[config.mk]
export PLATFORM = sky130hd
export DESIGN_NAME = fir_pair_mac
export DESIGN_NICKNAME = d
export VERILOG_FILES = /design/src/rtl/fir_pair_pkg.sv /design/src/rtl/fir_tap_line.sv /design/src/rtl/fir_coef_bank.sv /design/src/rtl/fir_mac_lane.sv /design/src/rtl/fir_pair_mac.sv
export SDC_FILE = /design/constraint.sdc
export NUM_CORES = 2
export LEC_CHECK = 0
export ABC_AREA = 1
export BUFFER_PORTS_ARGS = -buffer_cell sky130_fd_sc_hd__buf_2
export CAP_MARGIN = 15
export CORE_ASPECT_RATIO = 0.5
export CORE_UTILIZATION = 65
export DETAILED_ROUTE_END_ITERATION = 12
export HOLD_SLACK_MARGIN = 0.08
export PLACE_DENSITY = 0.82
export SLEW_MARGIN = 20
export SYNTH_ARGS = -nofsm -noshare
export SYNTH_HDL_FRONTEND = slang
export SYNTH_HIERARCHICAL = 1
export SYNTH_SLANG_ARGS = --single-unit
export TNS_END_PERCENT = 100
[constraint.sdc]
create_clock -name clk -period 11.35 [get_ports clk]
set_clock_uncertainty 0.2 [all_clocks]
set_input_delay 1.135 -clock clk [delete_from_list [all_inputs] [get_ports clk]]
set_output_delay 1.135 -clock clk [all_outputs]
set_load 0.02 [all_outputs]
[src/rtl/fir_pair_pkg.sv]
// Shared constants for the paired-output FIR datapath.
// Assumes signed fixed-point samples and a rounding bias at half an output LSB.
package fir_pair_pkg;
    localparam int SMP_W_DEF = 16;
    localparam int ACC_W_DEF = 32;
    localparam int LINE_N    = 4;

    // Rounding constant: half of one LSB of the kept upper field.
    function automatic logic [ACC_W_DEF-1:0] rnd_bias(input int acc_w, input int smp_w);
        logic [ACC_W_DEF-1:0] v;
        v = '0;
        v[acc_w-smp_w-1] = 1'b1;
        return v;
    endfunction
endpackage

[src/rtl/fir_tap_line.sv]
// Four-slot sample shift line. A load writes a new pair into slots 0/1
// and pushes the old front pair into slots 2/3.
// Assumes the pair word carries the newer sample in its low half.
module fir_tap_line #(
    parameter int SMP_W = 16
) (
    input  logic                    clk,
    input  logic                    rst_n,
    input  logic                    ld,
    input  logic [2*SMP_W-1:0]      pair_i,
    output logic signed [SMP_W-1:0] slot_o [0:3]
);
    logic signed [SMP_W-1:0] slot_q [0:3];

    for (genvar i = 0; i < 4; i++) begin : g_slot
        // Per-slot update: front slots take the new pair, back slots the old front.
        always_ff @(posedge clk) begin
            if (!rst_n)
                slot_q[i] <= '0;
            else if (ld) begin
                if (i < 2)
                    slot_q[i] <= pair_i[i*SMP_W +: SMP_W];
                else
                    slot_q[i] <= slot_q[i-2];
            end
        end
        assign slot_o[i] = slot_q[i];
    end

    a_r2_pair_shift: assert property (@(posedge clk) disable iff (!rst_n)
        ld |=> (slot_q[2] == $past(slot_q[0])) && (slot_q[3] == $past(slot_q[1])));
    a_r2_line_hold: assert property (@(posedge clk) disable iff (!rst_n)
        !ld |=> $stable(slot_q[0]) && $stable(slot_q[1]) && $stable(slot_q[2]) && $stable(slot_q[3]));
endmodule

[src/rtl/fir_coef_bank.sv]
// Two-entry coefficient bank. Captures a tap pair on load and forwards
// the incoming pair in that same cycle so a combined load+convolve uses fresh taps.
module fir_coef_bank #(
    parameter int SMP_W = 16
) (
    input  logic                    clk,
    input  logic                    rst_n,
    input  logic                    ld,
    input  logic [2*SMP_W-1:0]      pair_i,
    output logic signed [SMP_W-1:0] c0_o,
    output logic signed [SMP_W-1:0] c1_o
);
    logic signed [SMP_W-1:0] c0_q, c1_q;

    // Tap capture on load.
    always_ff @(posedge clk) begin
        if (!rst_n) begin
            c0_q <= '0;
            c1_q <= '0;
        end else if (ld) begin
            c0_q <= pair_i[SMP_W-1:0];
            c1_q <= pair_i[2*SMP_W-1:SMP_W];
        end
    end

    // Effective taps: incoming pair during a load, held pair otherwise.
    always_comb begin
        c0_o = ld ? pair_i[SMP_W-1:0]       : c0_q;
        c1_o = ld ? pair_i[2*SMP_W-1:SMP_W] : c1_q;
    end

    a_r3_taps_hold: assert property (@(posedge clk) disable iff (!rst_n)
        !ld |=> $stable(c0_q) && $stable(c1_q));
    a_r3_taps_seen: assert property (@(posedge clk) disable iff (!rst_n)
        !ld |-> (c0_o == c0_q) && (c1_o == c1_q));
endmodule

[src/rtl/fir_mac_lane.sv]
// One accumulator fed by two signed multipliers. Clear loads the rounding
// bias and wins over accumulate; sums wrap in two's complement.
module fir_mac_lane #(
    parameter int SMP_W = 16,
    parameter int ACC_W = 32
) (
    input  logic                    clk,
    input  logic                    rst_n,
    input  logic                    clr,
    input  logic                    conv,
    input  logic signed [SMP_W-1:0] a0_i,
    input  logic signed [SMP_W-1:0] b0_i,
    input  logic signed [SMP_W-1:0] a1_i,
    input  logic signed [SMP_W-1:0] b1_i,
    output logic [SMP_W-1:0]        res_o
);
    localparam logic [ACC_W-1:0] BIAS = ACC_W'(fir_pair_pkg::rnd_bias(ACC_W, SMP_W));

    logic signed [2*SMP_W-1:0] prod0, prod1;
    logic signed [ACC_W-1:0]   acc_q, acc_sum;

    // Two products and their wrapped sum with the accumulator.
    always_comb begin
        prod0   = a0_i * b0_i;
        prod1   = a1_i * b1_i;
        acc_sum = acc_q + ACC_W'(prod0) + ACC_W'(prod1);
    end

    // Accumulator register: clear first, then accumulate, else hold.
    always_ff @(posedge clk) begin
        if (!rst_n)
            acc_q <= '0;
        else if (clr)
            acc_q <= BIAS;
        else if (conv)
            acc_q <= acc_sum;
    end

    assign res_o = acc_q[ACC_W-1 -: SMP_W];

    a_r5_clear_bias: assert property (@(posedge clk) disable iff (!rst_n)
        clr |=> acc_q == BIAS);
    a_r9_idle_hold: assert property (@(posedge clk) disable iff (!rst_n)
        (!clr && !conv) |=> $stable(acc_q));
endmodule

[src/rtl/fir_pair_mac.sv]
// Paired-output FIR datapath top: shift line, tap bank, two MAC lanes and
// a registered packed result. Lane 0 builds y[n], lane 1 builds y[n-1].
module fir_pair_mac #(
    parameter int SMP_W = fir_pair_pkg::SMP_W_DEF,
    parameter int ACC_W = fir_pair_pkg::ACC_W_DEF
) (
    input  logic               clk,
    input  logic               rst_n,
    input  logic               acc_clr,
    input  logic               ld,
    input  logic               conv,
    input  logic               store,
    input  logic [2*SMP_W-1:0] smp_word,
    input  logic [2*SMP_W-1:0] coef_word,
    output logic [2*SMP_W-1:0] out_word,
    output logic               out_valid
);
    localparam int LANES = 2;

    logic signed [SMP_W-1:0] slot [0:fir_pair_pkg::LINE_N-1];
    logic signed [SMP_W-1:0] c0, c1;
    logic [SMP_W-1:0]        res [0:LANES-1];
    logic [2*SMP_W-1:0]      packed_res;

    fir_tap_line #(.SMP_W(SMP_W)) i_line (
        .clk(clk), .rst_n(rst_n), .ld(ld), .pair_i(smp_word), .slot_o(slot));

    fir_coef_bank #(.SMP_W(SMP_W)) i_taps (
        .clk(clk), .rst_n(rst_n), .ld(ld), .pair_i(coef_word), .c0_o(c0), .c1_o(c1));

    for (genvar l = 0; l < LANES; l++) begin : g_lane
        // Lane 0 pairs slots 2/3, lane 1 pairs slots 3/0 with c0/c1.
        localparam int IA = (l == 0) ? 2 : 3;
        localparam int IB = (l == 0) ? 3 : 0;
        fir_mac_lane #(.SMP_W(SMP_W), .ACC_W(ACC_W)) i_lane (
            .clk(clk), .rst_n(rst_n), .clr(acc_clr), .conv(conv),
            .a0_i(slot[IA]), .b0_i(c0), .a1_i(slot[IB]), .b1_i(c1),
            .res_o(res[l]));
        assign packed_res[l*SMP_W +: SMP_W] = res[l];
    end

    // Output register: capture packed rounded results on store.
    always_ff @(posedge clk) begin
        if (!rst_n) begin
            out_word  <= '0;
            out_valid <= 1'b0;
        end else begin
            out_valid <= store;
            if (store)
                out_word <= packed_res;
        end
    end

    a_r6_valid_follows: assert property (@(posedge clk) disable iff (!rst_n)
        store |=> out_valid);
    a_r6_valid_only: assert property (@(posedge clk) disable iff (!rst_n)
        !store |=> !out_valid);
    a_r6_word_hold: assert property (@(posedge clk) disable iff (!rst_n)
        !store |=> $stable(out_word));
endmodule

== Word level (Yosys, flattened, before mapping) ==
Memory sizes are Yosys's and may differ from the RTL's.
Index checks and enable logic that the tools add are counted.
Operators by class
  add/subtract/negate cells: 4
  $mul: 4
  muxes and demuxes: 14
  bitwise gates (word level): 5
  reduce and logical (&&, ||, !) cells: 2
Operators with widths (number)
  16-bit two-way mux: 10
  32-bit adder: 4
  16-bit by 16-bit multiplier with 32-bit output: 4
  1-bit two-way mux: 4
  1-bit OR: 4
  2-bit nonzero test: 1
  2-bit OR reduction: 1
  1-bit inverter: 1
Storage, ports and cells
  bits of input ports: 70
  logic and storage cells: 38
  memories: 1
  register bits after elaboration: 129
  bits in writable memories: 64
Memories
  i_line.slot_q: depth 4, width 16, read ports 4, clocked after memory_dff 0, write ports 4, line fir_tap_line.sv:13  | logic signed [SMP_W-1:0] slot_q [0:3];

== Depth between registers and ports, before layout ==
  depth in word-level cells: 6
  mapped depth: 39
  mapped depth without buffers: 35

== By module ==
The synthesis kept the hierarchy.
Modules (own cells, without submodules)
  fir_mac_lane (g_lane[1].i_lane): cells an instance 2809, area each 22962.0 sq um, sequential area each 640.6 sq um, times used 1
  fir_mac_lane (g_lane[0].i_lane): cells an instance 2797, area each 22960.8 sq um, sequential area each 640.6 sq um, times used 1
  fir_tap_line: cells an instance 201, area each 2493.6 sq um, sequential area each 1921.8 sq um, times used 1
  fir_coef_bank: cells an instance 268, area each 1794.2 sq um, sequential area each 640.6 sq um, times used 1
  fir_pair_mac: cells an instance 206, area each 1361.3 sq um, sequential area each 660.6 sq um, times used 1

== Worst setup path after synthesis ==
No wires, ideal clock.
  kind: input port to flip-flop
  from: in ld
  to: reg g_lane[1].i_lane.acc_q[31]
  stages: 33
  buffers on the path: 4
  data arrival time: 8068 ps
  path slack: 2965 ps
  setup time: 117 ps
  data required time: 11033 ps
  path through: buf_6 -> buf_2 -> nand2_1 -> nand2_2 -> inv_1 -> clkbuf_1 -> clkbuf_1 -> nand2_1 -> fa_1 -> inv_1 -> fa_1 -> inv_1 -> fa_1 -> inv_1 -> fa_1 -> inv_1 -> fa_1 -> fa_1 -> inv_1 -> fa_1 -> inv_1 -> fa_1 -> inv_1 -> ha_1 -> inv_1 -> nor3_1 -> nand2_1 -> o21ai_0 -> a21oi_1 -> nand3_1 -> nand2_1 -> nor2_1 -> nor2_1
On the way
  longest elaborated chain between the ends: 4
  elaborated cells on any way between the ends: 6
RTL lines
  start, declared: line fir_pair_mac.sv:10  | input logic ld,
  16-bit two-way mux: line fir_coef_bank.sv:28  | c0_o = ld ? pair_i[SMP_W-1:0] : c0_q;
  named net c0[3]: line fir_pair_mac.sv:21  | logic signed [SMP_W-1:0] c0, c1;
  16-bit by 16-bit multiplier with 32-bit output: line fir_mac_lane.sv:24  | prod0 = a0_i * b0_i;
  32-bit adder (2 in series): line fir_mac_lane.sv:26  | acc_sum = acc_q + ACC_W'(prod0) + ACC_W'(prod1);
  end signal, assigned: line fir_mac_lane.sv:36  | acc_q <= acc_sum;
  end, declared: line fir_mac_lane.sv:20  | logic signed [ACC_W-1:0] acc_q, acc_sum;
The timed path passes the listed nets, and every way through them passes these cells.
A chain may end at the register's enable or synchronous reset.

== Worst setup path in the final report ==
  from: in ld
  to: reg g_lane[0].i_lane.acc_q[27]
On the way
  longest elaborated chain between the ends: 4
  elaborated cells on any way between the ends: 6
RTL lines (line)
  16-bit two-way mux: fir_coef_bank.sv:28
  named net c0[1]: fir_pair_mac.sv:21
  16-bit by 16-bit multiplier with 32-bit output: fir_mac_lane.sv:24
  32-bit adder (2 in series): fir_mac_lane.sv:26
  end signal, assigned: fir_mac_lane.sv:36
  end, declared: fir_mac_lane.sv:20
The timed path passes the listed nets, and every way through them passes these cells.

==> results.py <==
metrics = {
    "cells_and_area": {
        "nets": 7770,
        "area_growth_pct": 3.12,
        "drive_gt1_frac": 0.0620,
        "mostFrequentLayoutCells": "2,169 x inv_1, 1,329 x nand2_1, 1,244 x fa_1",
        "final_common_cell": "inv_1",
    },
    "global_route": {
        "grt_antenna_before_repair": 1,
        "grt_max_degree": 66,
        "grt_use_total": 0.367,
        "grt_pass1_vias": 42086,
        "grt_pass1_wl_um": 226000,
        "grt_overflow": 0,
    },
    "clock_tree": {
        "postCtsSetupRepairBufs": 0,
        "cts-root-buf": "clkbuf_16",
        "cts.sinks": 193,
        "clk_pin_slew_ns": 0.09,
        "ctsHoldBuffers": 0,
        "cts_tree": "done",
        "cts_resized": 0,
        "clk_latency_ns": 0.55,
        "ctsLongestPathBuffers": 2,
        "h-tree-depth": 4,
        "cts_buffers": 17,
    },
    "min_path": {
        "hold_class": "flop to flop",
    },
    "synth": {
        "syn_area_mm2": 0.0516,
        "yosysUniqueCellTypes": 51,
        "syn-num-nets": 7867,
        "avgSynthCellArea_um2": 8.21,
        "synth_edf_count": 64,
        "ys_seq_area_frac": 0.0873,
        "ys.flop_type": "dfxtp_1",
        "synth_seq_cells": 193,
        "yosys_warnings": 6,
        "synthArstFlopShare": 0,
        "netlist_instances": 6281,
    },
    "place": {
        "io_buffers": 102,
        "place.gp.congestion": 0.976,
        "dp_hpwl_um": 115000,
    },
    "die": {
        "fp-row-count": 72,
        "coreArea_mm2": 0.0779,
        "die_h_um": 201,
        "initial_core_util": 0.662,
        "die_w_um": 400,
        "die_area_mm2": 0.0805,
        "ios": 103,
    },
    "drt": {
        "drtIter0Drc": 3834,
        "finalWirelength_um": 140000,
        "wl_per_cell_um": 19.3,
        "post-route-drc-count": 0,
        "ant_nets": 0,
        "first_pass_iters": 6,
        "vias": 38717,
        "viasPerCell": 5.35,
    },
    "sta": {
        "slew_viol_final": 0,
        "timing.final.crit_share": 0.839,
        "hold_viol": 0,
        "slew_headroom": 0.248,
        "rsz0062_at_grt": "no",
        "setup_viol": 0,
        "setup_tns_ns": 0,
        "fmax_mhz": 105,
        "min_period_ns": 9.52,
        "worstMarginPinSlew_ns": 1.13,
    },
    "worst_setup_path": {
        "end_kind": "flop",
        "cp_max_fo": 35,
        "cpMaxStageDelayCell": "fa_1",
        "crit_path_max_incr_delay_ns": 0.74,
        "critPathLaunchType": "input port",
        "cp_common_cell": "fa_1",
        "crit_type": "input port to flop",
        "critPathArrivalTime_ns": 9.75,
        "cp.required_ns": 11.57,
    },
    "flow_run": {
        "maxCapViolCount": 0,
    },
    "run_status": {
        "status": "complete, no violations",
    },
}
==> flip-flops by register name (all words and copies together) (netlist names) <==
register,cells
g_lane.i_lane/acc_q,64
i_taps/c0_q,16
i_taps/c1_q,16
out_word,32
out_valid,1
i_line/slot_q,64
==> worst paths after layout <==
kind | from | endpoint | slack, ns | cells after the start
worst max register to register | i_taps/c0_q[1] | g_lane[0].i_lane/acc_q[27] | 2.98 | 27
worst min-delay path | g_lane[0].i_lane/acc_q[0] | g_lane[0].i_lane/acc_q[0] | 0.27 | 2
worst min register to register | g_lane[0].i_lane/acc_q[0] | g_lane[0].i_lane/acc_q[0] | 0.27 | 2
worst max-delay path | ld | g_lane[0].i_lane/acc_q[27] | 1.83 | 28
==> per-layer routing <==
layer	vias to the layer above	global-route usage	share of wire
met4	2	0.134	0.038
met3	377	0.110	0.13
met2	2154	0.566	0.44
met5	-	0	0.000093
met1	19205	0.496	0.39
li1	16979	-	-
==> critical path, delay by kind of cell <==
family	cells	cell delay, ns
adder cells (fa/ha/maj)	9	4.75
buffers and inverters	9	2.05
AND/OR/NAND/NOR	8	1.49
AO/OA/AOI/OAI	2	0.28
==> layout make-up <==
class	count	area, um^2
antenna	1	2.50
sequential	193	4500
tap	1036	1300
multi-input combinational	3628	37600
timing repair buffer	172	1040
clock buffer	18	429
inverter	2172	8160
fill	6102	24700
clock inverter	14	180
==> kinds of logic after synthesis <==
| logic type | share of synthesized area |
|---|---|
| xor gates and xnor gates | 0.00798 |
| buffers and inverters | 0.184 |
| and+or+nand+nor | 0.144 |
| AOI/OAI and AO/OA | 0.0278 |
| adders and majority gates | 0.549 |
| DFF | 0.0873 |
==> through the flow <==
step | setup slack, ns | utilization | cell area (um^2) | instances | hold WS (ns)
finish | 1.83 | 0.682 | 53200 | 7234 | 0.274
global route | 1.46 | 0.682 | 53200 | 7233 | 0.289
CTS | 1.98 | 0.682 | 53200 | 7233 | 0.273
detailed placement | 1.42 | 0.675 | 52600 | 7201 | 0.262
global placement | 1.59 | 0.675 | 52600 | 7201 | 0.255
floorplan | 2.97 | - | 51600 | 6281 | 0.245
==> cell usage after synthesis, drive strengths merged (4+ instances only) <==
cell / instances / area (um^2)
nor3: 9 / 70.1
nand3b: 4 / 30.0
o211ai: 7 / 52.6
fa: 1244 / 24900
nand2: 1405 / 5470
clkbuf: 227 / 862
xor2: 30 / 263
or2: 41 / 257
buf: 61 / 473
nand4: 17 / 113
nor4: 4 / 25.0
ha: 272 / 3400
a21oi: 119 / 626
inv: 2172 / 8160
edfxtp: 64 / 1920
dfxtp: 129 / 2580
o21bai: 8 / 63.8
a31o: 4 / 35.0
xnor2: 17 / 149
nor2: 264 / 1100
nand3: 70 / 365
a31oi: 4 / 25.0
a21o: 12 / 92.6
o21ai: 87 / 447
Power is not shown: default switching activity piles up to over one toggle a cycle in this logic, so the estimate is an artifact.
